`src/rtl/i2c_mrx_engine.sv`:
```
module i2c_mrx_engine #(
  parameter int HALF = 4,
  localparam int CW = $clog2(HALF + 1)
) (
  input  logic       clk,
  input  logic       rst_n,
  input  logic       rd_strobe,
  input  logic       stop_req,
  input  logic [2:0] cfg_bits,
  input  logic       cfg_ack_en,
  input  logic       sda_in,
  output logic [7:0] rx_data,
  output logic       irq,
  output logic       busy,
  output logic       scl_low,
  output logic       sda_low
);

  typedef enum logic [2:0] {S_IDLE, S_LOW, S_HIGH, S_WAIT, S_STPA, S_STPB} st_t;

  st_t           st;
  logic [CW-1:0] cnt;
  logic [3:0]    nbits;
  logic [3:0]    idx;
  logic          ack_q;
  logic [7:0]    sh;

  wire       cnt_end = (cnt == CW'(HALF - 1));
  wire       launch  = rd_strobe && (st == S_IDLE || st == S_WAIT);
  wire [3:0] len     = (cfg_bits == 3'd0) ? 4'd8 : {1'b0, cfg_bits};
  wire       last    = (idx + 4'd1) == (nbits + {3'b0, ack_q});

  always_ff @(posedge clk) begin
    if (!rst_n) begin
      st      <= S_IDLE;
      cnt     <= '0;
      nbits   <= 4'd8;
      idx     <= '0;
      ack_q   <= 1'b0;
      sh      <= '0;
      rx_data <= '0;
      irq     <= 1'b0;
      busy    <= 1'b0;
      scl_low <= 1'b0;
      sda_low <= 1'b0;
    end else if (launch) begin
      st      <= S_LOW;
      cnt     <= '0;
      nbits   <= len;
      ack_q   <= cfg_ack_en;
      idx     <= '0;
      sh      <= '0;
      scl_low <= 1'b1;
      busy    <= 1'b1;
      irq     <= 1'b0;
    end else begin
      case (st)
        S_WAIT: begin
          if (stop_req) begin
            st      <= S_STPA;
            cnt     <= '0;
            sda_low <= 1'b1;
            irq     <= 1'b0;
          end
        end
        S_LOW: begin
          cnt <= cnt + 1'b1;
          if (cnt == '0) sda_low <= (idx == nbits);
          if (cnt_end) begin
            cnt     <= '0;
            scl_low <= 1'b0;
            st      <= S_HIGH;
            if (idx < nbits) sh <= {sh[6:0], sda_in};
          end
        end
        S_HIGH: begin
          cnt <= cnt + 1'b1;
          if (cnt_end) begin
            cnt     <= '0;
            idx     <= idx + 4'd1;
            scl_low <= 1'b1;
            if (last) begin
              st      <= S_WAIT;
              irq     <= 1'b1;
              rx_data <= sh;
            end else begin
              st <= S_LOW;
            end
          end
        end
        S_STPA: begin
          cnt <= cnt + 1'b1;
          if (cnt_end) begin
            cnt     <= '0;
            scl_low <= 1'b0;
            st      <= S_STPB;
          end
        end
        S_STPB: begin
          cnt <= cnt + 1'b1;
          if (cnt_end) begin
            cnt     <= '0;
            sda_low <= 1'b0;
            busy    <= 1'b0;
            st      <= S_IDLE;
          end
        end
        default: st <= S_IDLE;
      endcase
    end
  end

endmodule

```
`config.mk`:
```
export PLATFORM = sky130hd
export DESIGN_NAME = i2c_mrx_engine
export DESIGN_NICKNAME = d
export VERILOG_FILES = /design/src/rtl/i2c_mrx_engine.sv
export SDC_FILE = /design/constraint.sdc
export NUM_CORES = 1
export LEC_CHECK = 0
export ABC_AREA = 1
export BUFFER_PORTS_ARGS = -buffer_cell sky130_fd_sc_hd__buf_2
export CORE_MARGIN = 5
export CORE_UTILIZATION = 62
export CTS_BUF_LIST = sky130_fd_sc_hd__clkbuf_4 sky130_fd_sc_hd__clkbuf_8 sky130_fd_sc_hd__clkbuf_16
export CTS_CLUSTER_DIAMETER = 150
export DETAILED_ROUTE_END_ITERATION = 10
export GPL_ROUTABILITY_DRIVEN = 0
export PLACE_DENSITY = 0.84
export SYNTH_ARGS = -nofsm -noshare
export SYNTH_HDL_FRONTEND = slang
export SYNTH_SLANG_ARGS = --single-unit
```
`constraint.sdc`:
```
create_clock -name clk -period 3.69 [get_ports clk]
set_input_delay 0.738 -clock clk [delete_from_list [all_inputs] [get_ports clk]]
set_output_delay 0.738 -clock clk [all_outputs]
set_load 0.005 [all_outputs]
```
After elaboration in Yosys (flattened, before gate mapping):

Index checks and enable logic that the tools add are counted.

* add/sub/neg operators: 3
* $lt $le $gt $ge: 1
* equality and inequality tests: 21
* multiplexer cells: 25
* bitwise gates (word level): 2
* reductions and logical operators: 24

Operator list (number)
* 2-to-1 mux 3 bit: 7
* inequality test 3 bit, second input constant: 5
* case mux 3 bit (5 select lines): 1
* AND reduction 5 bit: 3
* inequality test 2 bit, second input constant: 7
* 2-to-1 mux 1 bit: 11
* equality test 3 x 2 -> 1 bit, second input constant: 3
* zero test 3 bit: 3
* equality test 4 bit: 2
* AND reduction 4 bit: 2
* nonzero test 2 bit: 4
* equality test 3 bit, second input constant: 2
* case mux 3 bit (2 select lines): 1
* AND reduction 2 bit: 3
* AND reduction 3 bit: 2
* nonzero test 3 bit: 2
* adder 4 x 1 -> 4 bit: 1
* adder 4 x 1 -> 4 bit, second input constant: 1
* < comparator 4 bit: 1
* 2-to-1 mux 4 bit: 1
* case mux 1 bit (2 select lines): 2
* OR reduction 2 bit: 2
* OR reduction 4 bit: 1
* adder 3 x 1 -> 3 bit, second input constant: 1
* 7 further kinds: 8

* bits in registers: 35
* input port bits: 9
* output and inout port bits: 12
* word-level logic and storage cells: 88

Logic depth before layout (Yosys ltp):

Gate-level depths: netlist of run 1.

* depth in word-level cells: 6
* gate-level depth with buffers: 13
* depth with buffers taken out: 12

Least setup slack after synthesis of run 1:

No wires, ideal clock.

* kind: register to register
* from: register nbits[0]
* to: register rx_data[0]
* library setup time: 113 ps
* arrival: 1560 ps
* slack: 2017 ps
* cell stages (with the launch flop): 12
* path buffers: 1
* period minus slack after synthesis: 1673 ps
* cells stage by stage: dfxtp_1 -> ha_1 -> ha_1 -> inv_1 -> nand2_1 -> nand2_1 -> nand3_2 -> nor2_4 -> nand3_4 -> buf_6 -> nor2_1 -> nor2_1

* word-level cells in the longest chain between the ends: 3

RTL lines
* start, declared: line 23 `logic [3:0] nbits;`
* start signal, assigned: line 49 `nbits <= len;`
* adder 4 x 1 -> 4 bit: line 31 `wire last = (idx + 4'd1) == (nbits + {3'b0, ack_q});`
* equality test 4 bit: line 31
* AND reduction 4 bit (no source line)
* end signal, assigned: line 85 `rx_data <= sh;`
* end, declared: line 12 `output logic [7:0] rx_data,`

Every way passes these cells.
A chain may end at the register's enable or synchronous reset.

Final worst setup path of run 1:

* from: register nbits[1]
* to: register sh[4]

* word-level cells in the longest chain between the ends: 2

RTL lines
* < comparator 4 bit: line 73 `if (idx < nbits) sh <= {sh[6:0], sda_in};`
* AND reduction 3 bit (no source line)
* end signal, assigned: line 73
* end, declared: line 26 `logic [7:0] sh;`

Every way passes these cells.

==> flow_summary.ini, run 1 <==
[synth]
ys_seq_area_share_pct = 37.3
synth_nets = 295
synth_area_sq_um = 1880
synth_warnings = 0
syn_avg_cell_area_sq_um = 6.79
yosysUniqueCellTypes = 27
syn_inst = 277
synth_seq_cells = 35

[detailed_routing]
dr.pass1.iters = 4
drtIter0Drc = 72
drtAntennaViolNets = 0
via_per_inst = 5.12
wire_per_inst_um = 11.1
drcViolationCount = 0
wl_um = 3680
vias = 1701

[clocking]
cts_resized = 0
clock-sinks = 35
clk_pin_slew_worst_paths_ns = 0.10
htreeDepth = 2
cts_tree = done
cts_setup_buffers = 0
hold_buffers = 0
cts_buffers = 5
clk_path_buf_depth = 2
clkLatencyLatePin_ns = 0.35
cts_root_buffer = clkbuf_4

[timing]
skew_ns = 0.00943
postLayoutSetupSlackWorst_ns = 1.85
holdWs_ns = 0.465
finalHoldViolations = 0
fmax_mhz = 545
fin_crit_sh_pct = 49.8
finalSetupViolations = 0
slew_headroom_pct = 75.9
rsz0062_at_grt = false
totalNegativeSetupSlack_ns = 0
fin_crit_ns = 1.84
tightest_slew_ns = 0.361
report.final.slew_viol_count = 0

[floorplan]
num_io_pins = 21
core_sq_um = 2980
initial_core_util_pct = 63.2
die_h_um = 65.1
dieArea_sq_um = 4230
rows = 20
die_w_um = 65.1

[finish]
fin_util_pct = 69.2
fin_cells = 332
drive_gt1_share_pct = 16.4
fin_nets = 317
n_antenna_cell = 0
syn_to_final_growth_pct = 9.58

[run]
cap_violations = 0

[power_and_ir_drop]
p_leak_nw = 1.04
p_per_area_nw_per_um2 = 615
irDropWorstVdd_v = 0.000466

[critical_path]
start_kind = flop
critPathRequiredTime_ns = 3.93
worstSetupEndpointType = flop
path_class = flop to flop
critPathMaxFanout = 16
critPathArrivalTime_ns = 2.07
r2r_slack_ns = 1.85

[global_route]
track_usage_pct = 20.5
gr-total-overflow = 0
grt_pass1_wl_um = 6740
antenna_found_initial = 0
grt_pass1_vias = 1577
grt_max_degree = 17

[hold_path]
hp-class = flop to flop

[placed_design]
port_buffers = 20
pre_cts_slack_ns = 1.86
detailed_place_hpwl_um = 2800
placed_cells = 325

[status]
outcome = finished, final reports clean
[critical path: stages (launching register included)]
cell     delay (ns)
dfxtp_1        0.42
inv_1          0.08
ha_1           0.31
inv_1          0.06
nor2_1         0.03
o21ai_0        0.18
nand4_2        0.33
o21ai_0        0.26
a21oi_1        0.06
[area by class of cell]
cell class | instances | area, sq um
well taps | 33 | 41.3
inverters | 49 | 184
multi-input cells | 188 | 960
clock buffers | 6 | 45.0
clock inverters | 1 | 30.0
flip-flops and latches | 35 | 701
fillers | 276 | 917
repair buffers | 20 | 100
[per-layer routing]
metal / track usage [%] / vias up / part of all wire (%)
met5: 0 / - / 0
met3: 5.20 / 5 / 2.6
met2: 35.4 / 14 / 48
met4: 7.77 / 0 / 1.6
li1: - / 919 / -
met1: 24.3 / 763 / 48
[path summary, 6_finish.rpt]
| kind | start | endpoint | cells after the start |
|---|---|---|---|
| min reg2reg | sh[2] | sh[2] | 2 |
| max | nbits[1] | sh[4] | 8 |
| min | sh[2] | sh[2] | 2 |
| max reg2reg | nbits[1] | sh[4] | 8 |
[registers in the layout (all words and copies together), names as in the netlist]
| name | count |
|---|---|
| cnt | 3 |
| idx | 4 |
| nbits | 4 |
| scl_low | 1 |
| irq | 1 |
| ack_q | 1 |
| busy | 1 |
| sda_low | 1 |
| sh | 8 |
| rx_data | 8 |
| st | 3 |
[report_power, final]
part	leakage [nW]	total [W]	switching [W]	internal [W]
logic	0.711	0.000496	0.000324	0.000173
registers	0.284	0.000495	0.0000612	0.000434
clock network	0.0417	0.000275	0.000128	0.000147
total	1.04	0.00127	0.000513	0.000753
[logic make-up after synthesis]
family	after synthesis	share of synthesized area (%)
buf+inv	54	11.7
fa+ha+maj	9	5.99
flops	35	37.3
simple gates	128	30.5
compound gates	51	14.6
[cells in the mapped netlist]
library cell | instances | area, sq um
inv_2 | 5 | 18.8
a211oi_1 | 2 | 15.0
a31oi_1 | 1 | 6.26
o21ai_0 | 18 | 90.1
buf_2 | 2 | 10.0
dfxtp_1 | 35 | 701
nand4_2 | 2 | 25.0
buf_6 | 1 | 11.3
o21ai_1 | 3 | 15.0
o22ai_1 | 1 | 6.26
a41oi_1 | 1 | 8.76
nand4_1 | 6 | 37.5
buf_4 | 1 | 7.51
nand2_2 | 8 | 50.1
ha_1 | 9 | 113
nand2_1 | 71 | 267
a21oi_1 | 23 | 115
inv_1 | 44 | 165
nor2_4 | 1 | 11.3
a21oi_2 | 1 | 8.76
nand3_1 | 6 | 30.0
nor2_2 | 2 | 12.5
nand3_4 | 1 | 17.5
nor2_1 | 30 | 113
o21ai_2 | 1 | 8.76
clkbuf_4 | 1 | 7.51
nand3_2 | 1 | 10.0
[placed cells by master, fill, tap and decap left out]
master,netlist,final
a41oi_1,1,1
a21oi_2,1,1
o21ai_0,18,18
nand3_1,6,6
nand3_4,1,1
nor2_4,1,1
nor2_1,30,30
clkbuf_4,1,6
nor2_2,2,2
a21oi_1,23,23
a31oi_1,1,1
o22ai_1,1,1
bufinv_16,0,1
nand3_2,1,1
inv_2,5,5
ha_1,9,9
inv_1,44,44
nand2_2,8,8
o21ai_2,1,1
dfxtp_1,35,35
a211oi_1,2,2
nand4_1,6,6
buf_2,2,20
nand2_1,71,71
o21ai_1,3,3
nand4_2,2,2
[through the flow]
| step | area (sq um) | total power [W] |
|---|---|---|
| 2_1_floorplan | 1880 | 0.000895 |
| 3_3_place_gp | 1990 | 0.000985 |
| 3_5_place_dp | 1990 | 0.000995 |
| 4_1_cts | 2060 | 0.00127 |
| 5_1_grt | 2060 | 0.00138 |
| 6_report | 2060 | 0.00127 |
Power figures use the tool's default switching activity.
==> run 2: changes to the inputs <==
--- a/config.mk
+++ b/config.mk
@@ -8,12 +8,12 @@
 export ABC_AREA = 1
 export BUFFER_PORTS_ARGS = -buffer_cell sky130_fd_sc_hd__buf_2
 export CORE_MARGIN = 5
-export CORE_UTILIZATION = 62
+export CORE_UTILIZATION = 57
 export CTS_BUF_LIST = sky130_fd_sc_hd__clkbuf_4 sky130_fd_sc_hd__clkbuf_8 sky130_fd_sc_hd__clkbuf_16
 export CTS_CLUSTER_DIAMETER = 150
 export DETAILED_ROUTE_END_ITERATION = 10
 export GPL_ROUTABILITY_DRIVEN = 0
-export PLACE_DENSITY = 0.84
+export PLACE_DENSITY = 0.78
 export SYNTH_ARGS = -nofsm -noshare
 export SYNTH_HDL_FRONTEND = slang
 export SYNTH_SLANG_ARGS = --single-unit
==> constraint.sdc (replaced) <==
create_clock -name clk -period 1.7 [get_ports clk]
set_input_delay 0.34 -clock clk [delete_from_list [all_inputs] [get_ports clk]]
set_output_delay 0.34 -clock clk [all_outputs]
set_load 0.005 [all_outputs]
==> run 2 against run 1 <==
Effect of this change: routed wire length grew 12%; sequential power grew 110%; sequential cell count is the same; die area grew 7.4%; critical endpoint is now rx_data[3]; largest power group unchanged.
==> flow_summary.ini, run 2 (synthesized netlist as in run 1, its figures left out) <==
[status]
outcome = finished, final reports clean

[power_and_ir_drop]
p_per_area_nw_per_um2 = 1240
irDropWorstVdd_v = 0.000838
p_leak_nw = 1.09

[critical_path]
start_kind = flop
worstSetupEndpointType = flop
path_class = flop to flop
critPathRequiredTime_ns = 2.01
critPathMaxFanout = 8
critPathArrivalTime_ns = 1.93

[detailed_routing]
wirelength_met1_um = 1920
via_per_inst = 5.06
wl_met2_um = 1980
drtAntennaViolNets = 0
drtIter0Drc = 93
top_layer = met4
wire_per_inst_um = 11.5
wl_um = 4120
drcViolationCount = 0
vias = 1811
dr.pass1.iters = 5
wl_met3_um = 156

[clocking]
cts_root_buffer = clkbuf_4
htreeDepth = 2
cts_buffers = 5
hold_buffers = 0
clock-sinks = 35
clk_pin_slew_worst_paths_ns = 0.12
clkLatencyLatePin_ns = 0.36
cts_tree = done
clk_path_buf_depth = 2

[global_route]
grt_max_degree = 17
gr-total-overflow = 0
grt_pass1_wl_um = 6980
antenna_found_initial = 0
grt_pass1_vias = 1660
track_usage_pct = 20.5

[finish]
n_antenna_cell = 0
fin_area_sq_um = 2250
n_fill_cell = 274
fin_cells = 358
final_cell_mix = nand2_1, inv_1, dfxtp_1, nor2_1, a21oi_1
fin_nets = 331
top_regs = rx_data x8, sh x8
layout_commonest_cell = nand2_1
drive_gt1_share_pct = 27.1
syn_to_final_growth_pct = 19.9

[run]
cap_violations = 0

[placed_design]
port_buffers = 20
detailed_place_hpwl_um = 2970
placed_cells = 347
pre_cts_slack_ns = -0.0258
place_area_sq_um = 2090

[timing]
slew_headroom_pct = 76.7
fin_crit_sh_pct = 95.3
finalHoldViolations = 0
report.final.slew_viol_count = 0
rsz0062_at_grt = true
skew_ns = 0.00945
fin_crit_ns = 1.62
fmax_mhz = 617
finalSetupViolations = 0
postLayoutSetupSlackWorst_ns = 0.0800
tightest_slew_ns = 0.349

[floorplan]
num_io_pins = 21
die_w_um = 67.4
dieArea_sq_um = 4550
rows = 20
die_h_um = 67.4
core_sq_um = 3100
initial_core_util_pct = 60.6

[hold_path]
hp-class = primary input to flop
## run 2: cell types whose count changed in the layout (fill, tap and decap cells not counted), sizes merged
cell	change
clkbuf	-1
bufinv	-1
nand3	+1
buf	+13
clkinv	+1
clkinvlp	+2
## run 2: critical path, stage by stage (launching register included)
cell and delay (ns):
dfxtp_2 0.35, ha_4 0.17, ha_4 0.24, inv_2 0.05, nand2_2 0.04, nand2_2 0.07, nand3_2 0.07, nor2_4 0.19
nand3_4 0.17, nand2_1 0.10, nand2_1 0.05, nor2_1 0.08
## run 2: worst paths after layout
check | start | end | slack [ns] | cells after the start
min reg2reg | cnt[2] | cnt[2] | 0.46 | 2
max reg2reg | ack_q | rx_data[3] | 0.08 | 11
min | cfg_ack_en | ack_q | 0.24 | 3
max | ack_q | rx_data[3] | 0.08 | 11
## run 2: routing by layer
layer / GRT usage [%] / vias to the layer above
met5: 0 / -
met4: 9.87 / 0
met3: 6.66 / 5
met2: 33.5 / 32
met1: 24.0 / 818
li1: - / 956
## run 2: what timing repair did
item | in CTS | in global routing
endpoints found under the setup margin | 11 | 18
buffers inserted | 0 | 2
pin swaps | 1 | 8
gates resized for setup | 2 | 28
cloned | 1 | 0
## run 2: metrics by stage
step	util (%)	hold slack [ns]	total power, W	TNS [ns]
3_5_place_dp	67.5	0.446	0.00226	-0.0556
6_report	72.7	0.239	0.00280	0
3_3_place_gp	67.5	0.441	0.00222	0
2_1_floorplan	-	0.424	0.00194	0
4_1_cts	70.0	0.219	0.00275	0
5_1_grt	72.7	0.238	0.00305	-0.266
## run 2: where the power goes
group / switching (W) / leakage (nW) / internal [W]
clock: 0.000313 / 0.0272 / 0.000158
combinational: 0.000790 / 0.774 / 0.000475
sequential: 0.000114 / 0.288 / 0.000949
## run 2: layout make-up
cell class	instances	area, sq um	area share, %
Tap cell	44	55.1	2.44
Clock inverter	3	20.0	0.888
Sequential cell	35	717	31.8
Timing Repair Buffer	33	210	9.32
Inverter	49	184	8.16
Multi-Input combinational cell	189	1030	45.7
Clock buffer	5	37.5	1.66
==> run 3: changes to the inputs <==
--- a/config.mk
+++ b/config.mk
@@ -7,8 +7,10 @@
 export LEC_CHECK = 0
 export ABC_AREA = 1
 export BUFFER_PORTS_ARGS = -buffer_cell sky130_fd_sc_hd__buf_2
+export CELL_PAD_IN_SITES_DETAIL_PLACEMENT = 0
+export CELL_PAD_IN_SITES_GLOBAL_PLACEMENT = 1
 export CORE_MARGIN = 5
-export CORE_UTILIZATION = 57
+export CORE_UTILIZATION = 41
 export CTS_BUF_LIST = sky130_fd_sc_hd__clkbuf_4 sky130_fd_sc_hd__clkbuf_8 sky130_fd_sc_hd__clkbuf_16
 export CTS_CLUSTER_DIAMETER = 150
 export DETAILED_ROUTE_END_ITERATION = 10
==> run 3 against run 2 <==
Effect of this change: routed wire length is 1.4% lower; final cell count increased by 2.8%; die area is 33% higher; register-to-register slack about the same; sequential cell count did not move; clock power rose by 29%; largest power group unchanged.
==> flow_summary.ini, run 3 (synthesized netlist as in run 1, its figures left out) <==
[power_and_ir_drop]
irDropWorstVdd_v = 0.000708
p_leak_nw = 1.11
p_per_area_nw_per_um2 = 1280

[critical_path]
worstReg2RegStart = ack_q
ff2ff_path_depth = 10
start_kind = flop
r2r_end = rx_data[0]
critPathArrivalTime_ns = 1.84
path_class = flop to flop
critPathMaxFanout = 8
r2r_slack_ns = 0.08
critPathRequiredTime_ns = 1.93
worstSetupEndpointType = flop

[floorplan]
rows = 24
die_w_um = 77.7
core_sq_um = 4410
dieArea_sq_um = 6040
initial_core_util_pct = 42.6
num_io_pins = 21
die_h_um = 77.7

[placed_design]
port_buffers = 20
detailed_place_hpwl_um = 3040
place_area_sq_um = 2130

[detailed_routing]
via_per_inst = 4.71
drtIter0Drc = 48
wl_um = 4060
dr.pass1.iters = 4
vias = 1732
drtAntennaViolNets = 0
wire_per_inst_um = 11.0
drcViolationCount = 0

[clocking]
clkLatencyLatePin_ns = 0.29
cts_buffers = 5
cts_tree = done
htreeDepth = 2
hold_buffers = 0
clk_path_buf_depth = 2
cts_root_buffer = clkbuf_8
clk_pin_slew_worst_paths_ns = 0.08
cts_setup_buffers = 0
clock-sinks = 35

[hold_path]
worstHoldStart = sda_in
min_to = sh[0]
hp-class = primary input to flop
whs_path_depth = 3

[finish]
layout_commonest_cell = nand2_1
fin_nets = 333
n_antenna_cell = 0
syn_to_final_growth_pct = 22.1
fin_util_pct = 52.0
drive_gt1_share_pct = 24.7
top_regs = rx_data x8, sh x8
final_cell_mix = nand2_1, inv_1, nor2_1, dfxtp_1, a21oi_1
fin_area_sq_um = 2300

[timing]
finalHoldViolations = 0
slew_headroom_pct = 73.2
fin_crit_sh_pct = 95.1
tightest_slew_ns = 0.402
finalSetupViolations = 0
report.final.slew_viol_count = 0
skew_ns = 0.00435
fin_crit_ns = 1.62
holdWs_ns = 0.314
rsz0062_at_grt = true
fmax_mhz = 619

[global_route]
grt_pass1_wl_um = 7170
track_usage_pct = 14.1
grt_max_degree = 17
gr-total-overflow = 0
antenna_found_initial = 0
grt_pass1_vias = 1634

[status]
outcome = finished, final reports clean

[run]
cap_violations = 0
[run 3: cell count changes in the layout (fill, tap and decap cells not counted), sizes merged]
cell,delta
buf,+2
[run 3: worst max path at each step]
stage / startpoint / to / slack, ns / depth (start not counted)
global route: idx[1] / rx_data[0] / -0.05 / 10
CTS: nbits[0] / rx_data[7] / 0.004 / 11
detailed placement: nbits[0] / rx_data[6] / -0.01 / 10
finish: ack_q / rx_data[0] / 0.08 / 10
floorplan: nbits[0] / rx_data[5] / 0.03 / 11
global placement: nbits[0] / rx_data[4] / 0.04 / 10
[run 3: final cells by class]
cell class                      count  area, sq um
Sequential cell                    35          707
Clock buffer                        5         68.8
Timing Repair Buffer               35          225
Multi-Input combinational cell    189         1030
Inverter                           49          184
Clock inverter                      3         20.0
Fill cell                         477         2120
Tap cell                           52         65.1
[run 3: what timing repair did]
item                       CTS  global route
pin swaps                    2             7
gates resized for setup      1            20
setup endpoints to repair    8            18
gates cloned                 1             0
[run 3: power by group]
part           internal, W  switching [W]  total, W
clock network     0.000285       0.000324  0.000609
logic             0.000494       0.000773   0.00127
registers         0.000949       0.000114   0.00106
total              0.00173        0.00121   0.00294
[run 3: routing by layer]
metal	up-vias	share of wire [%]	global-route usage [%]
li1	959	-	-
met1	756	51	18.9
met2	15	47	23.4
met3	2	2.4	2.78
met4	0	0.30	3.09
met5	-	0	0
[run 3: stage by stage]
step                      TNS (ns)  total power [W]  setup slack, ns  std cells
after floorplan                  0          0.00194           0.0270        277
after global placement           0          0.00229           0.0404        359
after detailed placement   -0.0208          0.00230          -0.0131        359
after CTS                        0          0.00293          0.00438        368
after global routing       -0.0759          0.00320          -0.0519        368
final                            0          0.00294           0.0833        368
[run 3: critical path, stage by stage, from the launching register on]
cell	delay [ns]
dfxtp_2	0.34
ha_4	0.16
ha_4	0.26
nand2_1	0.04
nand2_1	0.07
nand3_2	0.08
nor2_4	0.19
nand3_4	0.17
nand2_2	0.10
nand2_1	0.04
nor2_1	0.10
